==> config.mk <==
export PLATFORM = sky130hd
export DESIGN_NAME = cordic_simd_unit
export DESIGN_NICKNAME = d
export VERILOG_FILES = /design/src/rtl/cordic_simd_pkg.sv /design/src/rtl/cordic_lane_step.sv /design/src/rtl/cordic_lane_ctl.sv /design/src/rtl/cordic_simd_unit.sv
export SDC_FILE = /design/constraint.sdc
export NUM_CORES = 2
export LEC_CHECK = 0
export CAP_MARGIN = 10
export CORE_MARGIN = 5
export CORE_UTILIZATION = 30
export DETAILED_ROUTE_END_ITERATION = 7
export MAX_ROUTING_LAYER = met4
export PLACE_DENSITY = 0.47
export SYNTH_ARGS = -nofsm -noshare
export SYNTH_HDL_FRONTEND = slang
export SYNTH_HIERARCHICAL = 1
export SYNTH_SLANG_ARGS = --single-unit
==> constraint.sdc <==
create_clock -name clk -period 7.1 [get_ports clk]
set_input_delay 1.065 -clock clk [delete_from_list [all_inputs] [get_ports clk]]
set_output_delay 1.065 -clock clk [all_outputs]
set_load 0.02 [all_outputs]
==> src/rtl/cordic_simd_pkg.sv <==
package cordic_simd_pkg;

  localparam int DW       = 16;          // lane data and angle width
  localparam int IDXW     = 5;           // iteration index width
  localparam int ANG_FRAC = 13;          // fraction bits of the angle format
  localparam logic [IDXW-1:0] IDX_LAST = '1;
  localparam logic [IDXW-1:0] HYP_REP_A = IDXW'(4);
  localparam logic [IDXW-1:0] HYP_REP_B = IDXW'(13);

  typedef enum logic {MODE_ROT = 1'b0, MODE_VEC = 1'b1} cmode_e;

  typedef enum logic [1:0] {
    SYS_CIRC = 2'b00,
    SYS_LIN  = 2'b01,
    SYS_HYP  = 2'b10,
    SYS_RSV  = 2'b11
  } csys_e;

  // Field order matches the configuration byte decoded per lane.
  typedef struct packed {
    cmode_e          mode;
    csys_e           sys;
    logic [IDXW-1:0] idx;
  } ccfg_t;

  // Elementary angle for iteration n; small-n entries are rounded
  // constants, the tail collapses to a plain power of two.
  function automatic logic signed [DW-1:0] elem_angle(csys_e sys, logic [IDXW-1:0] n);
    logic [DW-1:0] pow2;
    pow2 = DW'(1 << ANG_FRAC) >> n;
    case (sys)
      SYS_LIN: return pow2;
      SYS_HYP: begin
        case (n)
          5'd1:    return DW'(4500);
          5'd2:    return DW'(2092);
          5'd3:    return DW'(1029);
          5'd4:    return DW'(513);
          5'd5:    return DW'(256);
          default: return pow2;
        endcase
      end
      default: begin
        case (n)
          5'd0:    return DW'(6434);
          5'd1:    return DW'(3798);
          5'd2:    return DW'(2007);
          5'd3:    return DW'(1019);
          5'd4:    return DW'(511);
          5'd5:    return DW'(256);
          5'd6:    return DW'(128);
          5'd7:    return DW'(64);
          default: return pow2;
        endcase
      end
    endcase
  endfunction

endpackage

==> src/rtl/cordic_lane_step.sv <==
module cordic_lane_step
  import cordic_simd_pkg::*;
(
  input  cmode_e                 mode,
  input  csys_e                  sys,
  input  logic [IDXW-1:0]        n,
  input  logic signed [DW-1:0]   x_i,
  input  logic signed [DW-1:0]   y_i,
  input  logic signed [DW-1:0]   z_i,
  output logic signed [DW-1:0]   x_o,
  output logic signed [DW-1:0]   y_o,
  output logic signed [DW-1:0]   z_o
);

  logic signed [DW-1:0] x_sh, y_sh, e_n;
  logic                 d_pos;

  always_comb begin
    x_sh  = x_i >>> n;
    y_sh  = y_i >>> n;
    e_n   = elem_angle(sys, n);
    d_pos = (mode == MODE_ROT) ? ~z_i[DW-1] : y_i[DW-1];
    if (n == IDX_LAST) begin
      x_o = x_i;
      y_o = y_i;
      z_o = z_i;
    end else begin
      y_o = d_pos ? (y_i + x_sh) : (y_i - x_sh);
      z_o = d_pos ? (z_i - e_n)  : (z_i + e_n);
      case (sys)
        SYS_LIN: x_o = x_i;
        SYS_HYP: x_o = d_pos ? (x_i + y_sh) : (x_i - y_sh);
        default: x_o = d_pos ? (x_i - y_sh) : (x_i + y_sh);
      endcase
    end
  end

endmodule

==> src/rtl/cordic_lane_ctl.sv <==
module cordic_lane_ctl
  import cordic_simd_pkg::*;
(
  input  logic                 clk,
  input  logic                 rst_n,
  input  logic                 cfg_load,
  input  logic                 run_go,
  input  ccfg_t                cfg_byte,
  input  logic signed [DW-1:0] x_in,
  input  logic signed [DW-1:0] y_in,
  input  logic signed [DW-1:0] z_in,
  output logic signed [DW-1:0] x_out,
  output logic signed [DW-1:0] y_out,
  output logic signed [DW-1:0] z_out,
  output logic [IDXW-1:0]      idx_out
);

  cmode_e               mode_q, mode_d;
  csys_e                sys_q, sys_d;
  logic [IDXW-1:0]      idx_q, idx_d;
  logic                 rep_q, rep_d;
  logic                 fresh_q, fresh_d;
  logic signed [DW-1:0] z_q, z_d;
  logic signed [DW-1:0] z_src, x_s, y_s, z_s;
  logic                 state_en;

  assign z_src    = fresh_q ? z_in : z_q;
  assign state_en = cfg_load | run_go;
  assign idx_out  = idx_q;

  cordic_lane_step u_step (
    .mode (mode_q),
    .sys  (sys_q),
    .n    (idx_q),
    .x_i  (x_in),
    .y_i  (y_in),
    .z_i  (z_src),
    .x_o  (x_s),
    .y_o  (y_s),
    .z_o  (z_s)
  );

  // Next-state logic
  always_comb begin
    mode_d  = mode_q;
    sys_d   = sys_q;
    idx_d   = idx_q;
    rep_d   = rep_q;
    fresh_d = fresh_q;
    z_d     = z_q;
    if (cfg_load) begin
      mode_d  = cfg_byte.mode;
      sys_d   = cfg_byte.sys;
      idx_d   = (cfg_byte.sys == SYS_HYP && cfg_byte.idx == '0) ? IDXW'(1) : cfg_byte.idx;
      rep_d   = 1'b0;
      fresh_d = 1'b1;
    end else if (run_go) begin
      z_d     = z_s;
      fresh_d = 1'b0;
      if (idx_q != IDX_LAST) begin
        if (sys_q == SYS_HYP && (idx_q == HYP_REP_A || idx_q == HYP_REP_B) && !rep_q) begin
          rep_d = 1'b1;
        end else begin
          idx_d = idx_q + 1'b1;
          rep_d = 1'b0;
        end
      end
    end
  end

  // State registers
  always_ff @(posedge clk or negedge rst_n) begin
    if (!rst_n) begin
      mode_q  <= MODE_ROT;
      sys_q   <= SYS_CIRC;
      idx_q   <= IDX_LAST;
      rep_q   <= 1'b0;
      fresh_q <= 1'b1;
      z_q     <= '0;
    end else if (state_en) begin
      mode_q  <= mode_d;
      sys_q   <= sys_d;
      idx_q   <= idx_d;
      rep_q   <= rep_d;
      fresh_q <= fresh_d;
      z_q     <= z_d;
    end
  end

  // Result registers
  always_ff @(posedge clk or negedge rst_n) begin
    if (!rst_n) begin
      x_out <= '0;
      y_out <= '0;
      z_out <= '0;
    end else if (run_go) begin
      x_out <= x_s;
      y_out <= y_s;
      z_out <= z_s;
    end
  end

endmodule

==> src/rtl/cordic_simd_unit.sv <==
module cordic_simd_unit
  import cordic_simd_pkg::*;
#(
  parameter int LANES = 4
) (
  input  logic                   clk,
  input  logic                   rst_n,
  input  logic                   cfg_en,
  input  logic [LANES*8-1:0]     cfg_word,
  input  logic                   run_en,
  input  logic [LANES*2*DW-1:0]  run_xy,
  input  logic [LANES*DW-1:0]    run_z,
  output logic                   out_valid,
  output logic [LANES*2*DW-1:0]  out_xy,
  output logic [LANES*DW-1:0]    out_z
);

  localparam int XYW = 2 * DW;

  logic                        run_go;
  logic [LANES-1:0][IDXW-1:0]  lane_idx;

  // A configure in the same cycle takes precedence over a run.
  assign run_go = run_en & ~cfg_en;

  always_ff @(posedge clk or negedge rst_n) begin
    if (!rst_n) out_valid <= 1'b0;
    else        out_valid <= run_go;
  end

  for (genvar k = 0; k < LANES; k++) begin : g_lane
    cordic_lane_ctl u_lane (
      .clk      (clk),
      .rst_n    (rst_n),
      .cfg_load (cfg_en),
      .run_go   (run_go),
      .cfg_byte (ccfg_t'(cfg_word[8*k +: 8])),
      .x_in     (run_xy[XYW*k + DW +: DW]),
      .y_in     (run_xy[XYW*k +: DW]),
      .z_in     (run_z[DW*k +: DW]),
      .x_out    (out_xy[XYW*k + DW +: DW]),
      .y_out    (out_xy[XYW*k +: DW]),
      .z_out    (out_z[DW*k +: DW]),
      .idx_out  (lane_idx[k])
    );
  end

endmodule

==> Yosys cells after proc, flatten, opt, wreduce, memory -nomap -nowiden <==
Cells that the tools add are included.
{ "word_totals": {"reg_bits": 294, "latch_bits": 0, "ramBits": 0, "mem_bits_ro": 0, "inputBits": 228, "out_inout_bits": 193, "elab_cells": 271, "n_memories": 0} }
{ "op_classes": {"n_addsub": 28, "multipliers": 0, "div_mod_pow": 0, "n_lt_le_gt_ge": 0, "n_eq_ne": 56, "shift": 12, "n_mux": 90, "bitwise": 7, "n_reduce_logical": 44} }
{ "ops": {"columns": ["op", "n"], "rows": [
  ["16-bit 2-to-1 mux", 32],
  ["16-bit case mux with 8 select lines", 4],
  ["16-bit case mux with 5 select lines", 4],
  ["16-bit case mux with 2 select lines", 8],
  ["16-bit adder", 12],
  ["16-bit subtractor", 12],
  ["16-bit by 5-bit >>> shifter with 16-bit output", 8],
  ["5-bit 2-to-1 mux", 20],
  ["5-bit by 3-bit equality test with 1-bit output, second input constant", 16],
  ["14-bit by 5-bit >> shifter with 16-bit output, first input constant", 4],
  ["5-bit by 2-bit equality test with 1-bit output, second input constant", 8],
  ["5-bit logical NOT", 8],
  ["1-bit 2-to-1 mux", 22],
  ["5-bit by 1-bit adder with 5-bit output, second input constant", 4],
  ["5-bit by 1-bit equality test with 1-bit output, second input constant", 4],
  ["5-bit by 4-bit equality test with 1-bit output, second input constant", 4],
  ["5-bit equality test, second input constant", 4],
  ["5-bit inequality test, second input constant", 4],
  ["2-bit equality test, second input constant", 8],
  ["4-bit AND reduction", 4],
  ["3-bit AND reduction", 5],
  ["1-bit logical AND", 12],
  ["2-bit nonzero test", 5],
  ["2-bit by 1-bit equality test with 1-bit output, second input constant", 4],
  ["7 further kinds", 21]
]} }

==> Longest topological paths before layout <==
{ "depth": {"ltp_word": 8, "mapped_depth": 28, "depth_no_buf": 22} }

==> Modules after synthesis <==
The synthesis kept the hierarchy.
{ "modules_own_cells": {"columns": ["module", "instances", "cells_per_inst", "area_per_inst_um2", "seq_area_each_um2"], "rows": [
  ["cordic_lane_ctl", 4, 212, 3223.1, 1859.3],
  ["cordic_lane_step (g_lane[1].u_lane.u_step)", 1, 949, 6286.0, 0.0],
  ["cordic_lane_step (g_lane[2].u_lane.u_step)", 1, 895, 6097.1, 0.0],
  ["cordic_lane_step (g_lane[3].u_lane.u_step)", 1, 905, 6017.0, 0.0],
  ["cordic_lane_step (g_lane[0].u_lane.u_step)", 1, 893, 5910.7, 0.0],
  ["cordic_simd_unit", 1, 2, 38.8, 25.0]
]} }

==> Worst setup path after synthesis <==
OpenSTA, ideal clock, no wires.
{ "synth_path": {"path_type": "register to register", "startpoint": "register g_lane[3].u_lane.idx_q[0]", "endpoint": "register g_lane[3].u_lane.x_out[14]", "setup_ps": 125, "arrival_time_ps": 5277, "required_time_ps": 6975, "path_slack_ps": 1698, "stages_incl_launch_ff": 28, "path_buffers": 6, "period_less_slack_ps": 5402, "path_cell_list": "dfstp_2 buf_6 buf_4 buf_2 buf_2 buf_2 buf_1 mux2i_1 nand2_1 o21ai_0 nor2_1 a21oi_1 inv_1 a221oi_1 o22ai_1 ha_1 fa_1 nand2b_1 a21oi_1 o21ai_0 a311oi_1 o31ai_1 a21oi_1 a21oi_1 xnor2_1 o22ai_1 a22o_1 mux2_2"} }
{ "synth_via": {"elab_chain_cells": 5, "elab_cells_between_ends": 8, "cone_classes": "2 x add/sub; 1 x eq/ne; 1 x shift; 4 x mux"} }
{ "synth_rtl": {"columns": ["element", "line", "source"], "rows": [
  ["from (decl)", "cordic_lane_ctl.sv:20", "logic [IDXW-1:0] idx_q, idx_d;"],
  ["from (signal assigned)", "cordic_lane_ctl.sv:83", "idx_q <= idx_d;"],
  ["16-bit by 5-bit >>> shifter with 16-bit output", "cordic_lane_step.sv:20", "y_sh = y_i >>> n;"],
  ["16-bit adder or 16-bit subtractor (tied branches)", "cordic_lane_step.sv:32, cordic_lane_step.sv:33", null],
  ["16-bit 2-to-1 mux, on equally long branches", "cordic_lane_step.sv:33, cordic_lane_step.sv:32", null],
  ["16-bit case mux with 2 select lines", "cordic_lane_step.sv:30", "case (sys)"],
  ["16-bit 2-to-1 mux (*)", "cordic_lane_step.sv:23", "if (n == IDX_LAST) begin"],
  ["net g_lane[3].u_lane.x_s[14]", "cordic_lane_ctl.sv:24", "logic signed [DW-1:0] z_src, x_s, y_s, z_s;"],
  ["to (signal assigned)", "cordic_lane_ctl.sv:97", "x_out <= x_s;"],
  ["to (decl)", "cordic_lane_ctl.sv:12", "output logic signed [DW-1:0] x_out,"]
]} }
Mark *: on every way through the listed nets, which the timed path passes. The rest lies on a longest branch.
A chain may end at the register's enable or synchronous reset.

==> Final worst setup path <==
{ "layout_path": {"startpoint": "register g_lane[1].u_lane.idx_q[1]", "endpoint": "register g_lane[1].u_lane.y_out[15]"} }
{ "layout_via": {"elab_chain_cells": 4, "elab_cells_between_ends": 6, "cone_classes": "2 x add/sub; 1 x eq/ne; 1 x shift; 2 x mux"} }
{ "layout_rtl": {"columns": ["element", "line", "source"], "rows": [
  ["from (decl)", "cordic_lane_ctl.sv:20", null],
  ["from (signal assigned)", "cordic_lane_ctl.sv:83", null],
  ["16-bit by 5-bit >>> shifter with 16-bit output", "cordic_lane_step.sv:19", "x_sh = x_i >>> n;"],
  ["16-bit subtractor or 16-bit adder (tied branches)", "cordic_lane_step.sv:28", "y_o = d_pos ? (y_i + x_sh) : (y_i - x_sh);"],
  ["16-bit 2-to-1 mux", "cordic_lane_step.sv:28", null],
  ["16-bit 2-to-1 mux (*)", "cordic_lane_step.sv:23", null],
  ["net g_lane[1].u_lane.y_s[15]", "cordic_lane_ctl.sv:24", null],
  ["to (signal assigned)", "cordic_lane_ctl.sv:98", "y_out <= y_s;"],
  ["to (decl)", "cordic_lane_ctl.sv:13", "output logic signed [DW-1:0] y_out,"]
]} }
Marks and branches as above.

==> metrics.cfg <==
[run_status]
outcome = complete, no violations

[job]
drv_cap = 0

[timing]
hold_viol = 0
report.final.slew_viol_count = 0
clock.fmax_mhz = 168
tightest_slew_ns = 1.07
fin_tns_setup_ns = 0
finalHoldWorstSlack_ns = 0.402
finalCritPeriodShare = 0.837
relSlewSlack = 0.289
rsz0062_at_grt = no
setup_viol = 0
skew_ns = 0.0175
min_period_ns = 5.94

[synthesis]
netlist_instances = 4492
seq_area_frac_synth = 0.200
synth_edf_count = 0
synth_warnings = 6
yosysUniqueCellTypes = 115
async_flop_share = 1.00
netlist_area_um2 = 37200
syn_avg_cell_area_um2 = 8.29
synth_nets = 5012
ys_seq_elements = 297
synthFlopType = dfrtp_1

[setup_path]
path_buf_inv = 3
arrival_ns = 6.43
slowest_delay_ns = 0.90
path_max_fanout = 28
r2r_cells = 22
crit_chain = inv_1 -> mux4_1 -> o311ai_1 -> inv_1 -> ha_1 -> inv_1 -> nor2_1 -> a21oi_1 -> xor2_1 -> nor2_1 -> a21oi_1 -> ha_1 -> or2_2 -> a21oi_1 -> o31ai_1 -> o221ai_1 -> o21a_1 -> o21ai_0 -> xnor2_1 -> nor2_1 -> xnor2_1 -> mux2_2
required_ns = 7.59
critPathTopFamily = compound AO/OA/AOI/OAI gates
r2r_setup_slack_ns = 1.16
criticalPathCategory = register to register
critical-path-slowest-cell = dfstp_2
critical_path.reg2reg.startpoint = g_lane[1].u_lane/idx_out[1]
worstReg2RegEnd = g_lane[1].u_lane/y_out[15]
end_kind = register
setup.worst_path.start_class = register

[finish]
layout_commonest_cell = clkdlybuf4s50_1
fin_nets = 5279
drive_gt1_frac = 0.146
areaGrowthSynthToFinish_pct = 18.8
final_cell_mix = clkdlybuf4s50_1 (418), nand2_1 (408), a21oi_1 (382)
fillCellCount = 12897

[grt]
grt_pass1_vias = 33524
grt_usage = 0.196
gr-total-overflow = 0
antenna_found_initial = 19
grt_pass1_wl_um = 201000
grt_max_degree = 123

[place]
place.port_buffers = 420
dpl.hpwl_um = 100000
gp_congestion = 0.876

[drt]
route.vias.total = 34268
wl_per_cell_um = 20.2
viasPerCell = 5.32
drt_iter0_markers = 2327
drc = 0
first_pass_iters = 6
ant_nets = 0
routed_wl_um = 130000

[min_path]
min_path_type = input port to asynchronous set/reset pin

[pwr]
pwr-share-seq = 0.206
p_sw_w = 0.00667
max-vdd-ir-drop_mv = 0.209
power_density_nw_per_um2 = 336
p_leak_nw = 18.1
power_frac_comb = 0.646
p_sw_frac = 0.449
clock_power_share = 0.148
p_int_w = 0.00819

[clocking]
cts_tree = done
ctsHtreeMaxLevel = 2
holdBufCountCts = 0
cts.sinks = 297
clk_latency_ns = 0.61
clockBufferDepth = 3
cts_root_buf = clkbuf_16
cts_resized = 0
cts_buffers = 42
post_cts_buffers = 0
cts.reportedPaths.clkPinSlew_ns = 0.06

[floorplan]
num_rows = 129
core-area_um2 = 123000
dieArea_um2 = 131000
die_x_um = 362
die_height_um = 362
pin_count = 421
initial_core_util = 0.302

## synth_stat cells, types with 31 or more instances
cell	instances	area, um2
a211oi_1	70	526
a21o_1	54	405
a21oi_1	382	1910
a31oi_1	50	313
and3_1	34	213
buf_2	70	350
clkbuf_1	150	563
dfrtp_1	273	6830
ha_1	276	3450
inv_1	214	803
mux2_2	378	4260
mux2i_1	120	1200
mux4_2	47	1060
nand2_1	408	1530
nand2b_1	66	413
nand3_1	67	335
nor2_1	347	1300
nor2b_1	47	294
nor3_1	106	531
o211ai_1	38	285
o21a_1	52	390
o21ai_0	286	1430
o21ai_1	44	220
o21bai_1	36	270
o22ai_1	31	194
o31ai_1	31	233
or3_1	36	225
xnor2_1	168	1470
xor2_1	97	850
## routing by layer
metal,GRT usage,routed length (um)
met5,-,0
met4,0.0405,2200
met3,0.0418,7610
met2,0.301,58000
met1,0.266,62600
## flip-flops by register name, indices dropped and copies added (netlist names), 8 cells and up
name	count
g_lane.u_lane/idx_out	20
g_lane.u_lane/x_out	64
g_lane.u_lane/y_out	64
g_lane.u_lane/sys_q	8
g_lane.u_lane/z_q	64
g_lane.u_lane/z_out	64
## kinds of logic after synthesis
group | Yosys count | share of synthesized area
and+or+nand+nor | 1282 | 0.168
AOI/OAI and AO/OA | 1281 | 0.219
muxes | 577 | 0.190
buffers and inverters | 498 | 0.0588
DFF | 297 | 0.200
adders and majority gates | 292 | 0.101
xor gates and xnor gates | 265 | 0.0623
## cell type report
class	instances	area (um2)	area share
flip-flops and latches	297	7460	0.169
diodes	17	42.5	0.000962
inverters	224	841	0.0190
clock inverters	10	140	0.00317
repair buffers	497	4830	0.109
multi-input cells	3697	27600	0.624
clock buffers	65	1250	0.0282
well taps	1637	2050	0.0463
## worst max-delay path by stage
stage                                            from                         end  slack [ns]  cells after the start
after global placement                     run_xy[61]  g_lane[1].u_lane/y_out[15]        0.83                     23
after detailed placement                   run_xy[60]  g_lane[1].u_lane/y_out[15]        0.73                     23
final                     g_lane[1].u_lane/idx_out[1]  g_lane[1].u_lane/y_out[15]        1.16                     22
after CTS                 g_lane[1].u_lane/idx_out[1]  g_lane[1].u_lane/y_out[15]        1.25                     22
after floorplan           g_lane[3].u_lane/idx_out[0]  g_lane[3].u_lane/x_out[14]        1.70                     27
after global routing      g_lane[1].u_lane/idx_out[1]  g_lane[1].u_lane/y_out[15]        0.74                     22
## power by group through the flow
stage	logic, W	clock network, W	registers, W
2_1_floorplan	0.00600	0	0.00351
3_3_place_gp	0.00960	0	0.00309
4_1_cts	0.00966	0.00232	0.00309
3_5_place_dp	0.00960	0	0.00310
6_report	0.00960	0.00220	0.00307
5_1_grt	0.0106	0.00237	0.00319
## stage by stage
stage | instance area (um2) | cells | util | setup slack, ns | power [W]
after floorplan | 37200 | 4492 | - | 1.70 | 0.00951
after global placement | 42800 | 6351 | 0.347 | 0.826 | 0.0127
after detailed placement | 42800 | 6352 | 0.347 | 0.735 | 0.0127
after CTS | 44200 | 6427 | 0.358 | 1.25 | 0.0151
after global routing | 44200 | 6443 | 0.358 | 0.735 | 0.0161
final | 44200 | 6444 | 0.358 | 1.16 | 0.0149
Note: power is estimated with default switching activity, not from simulation.
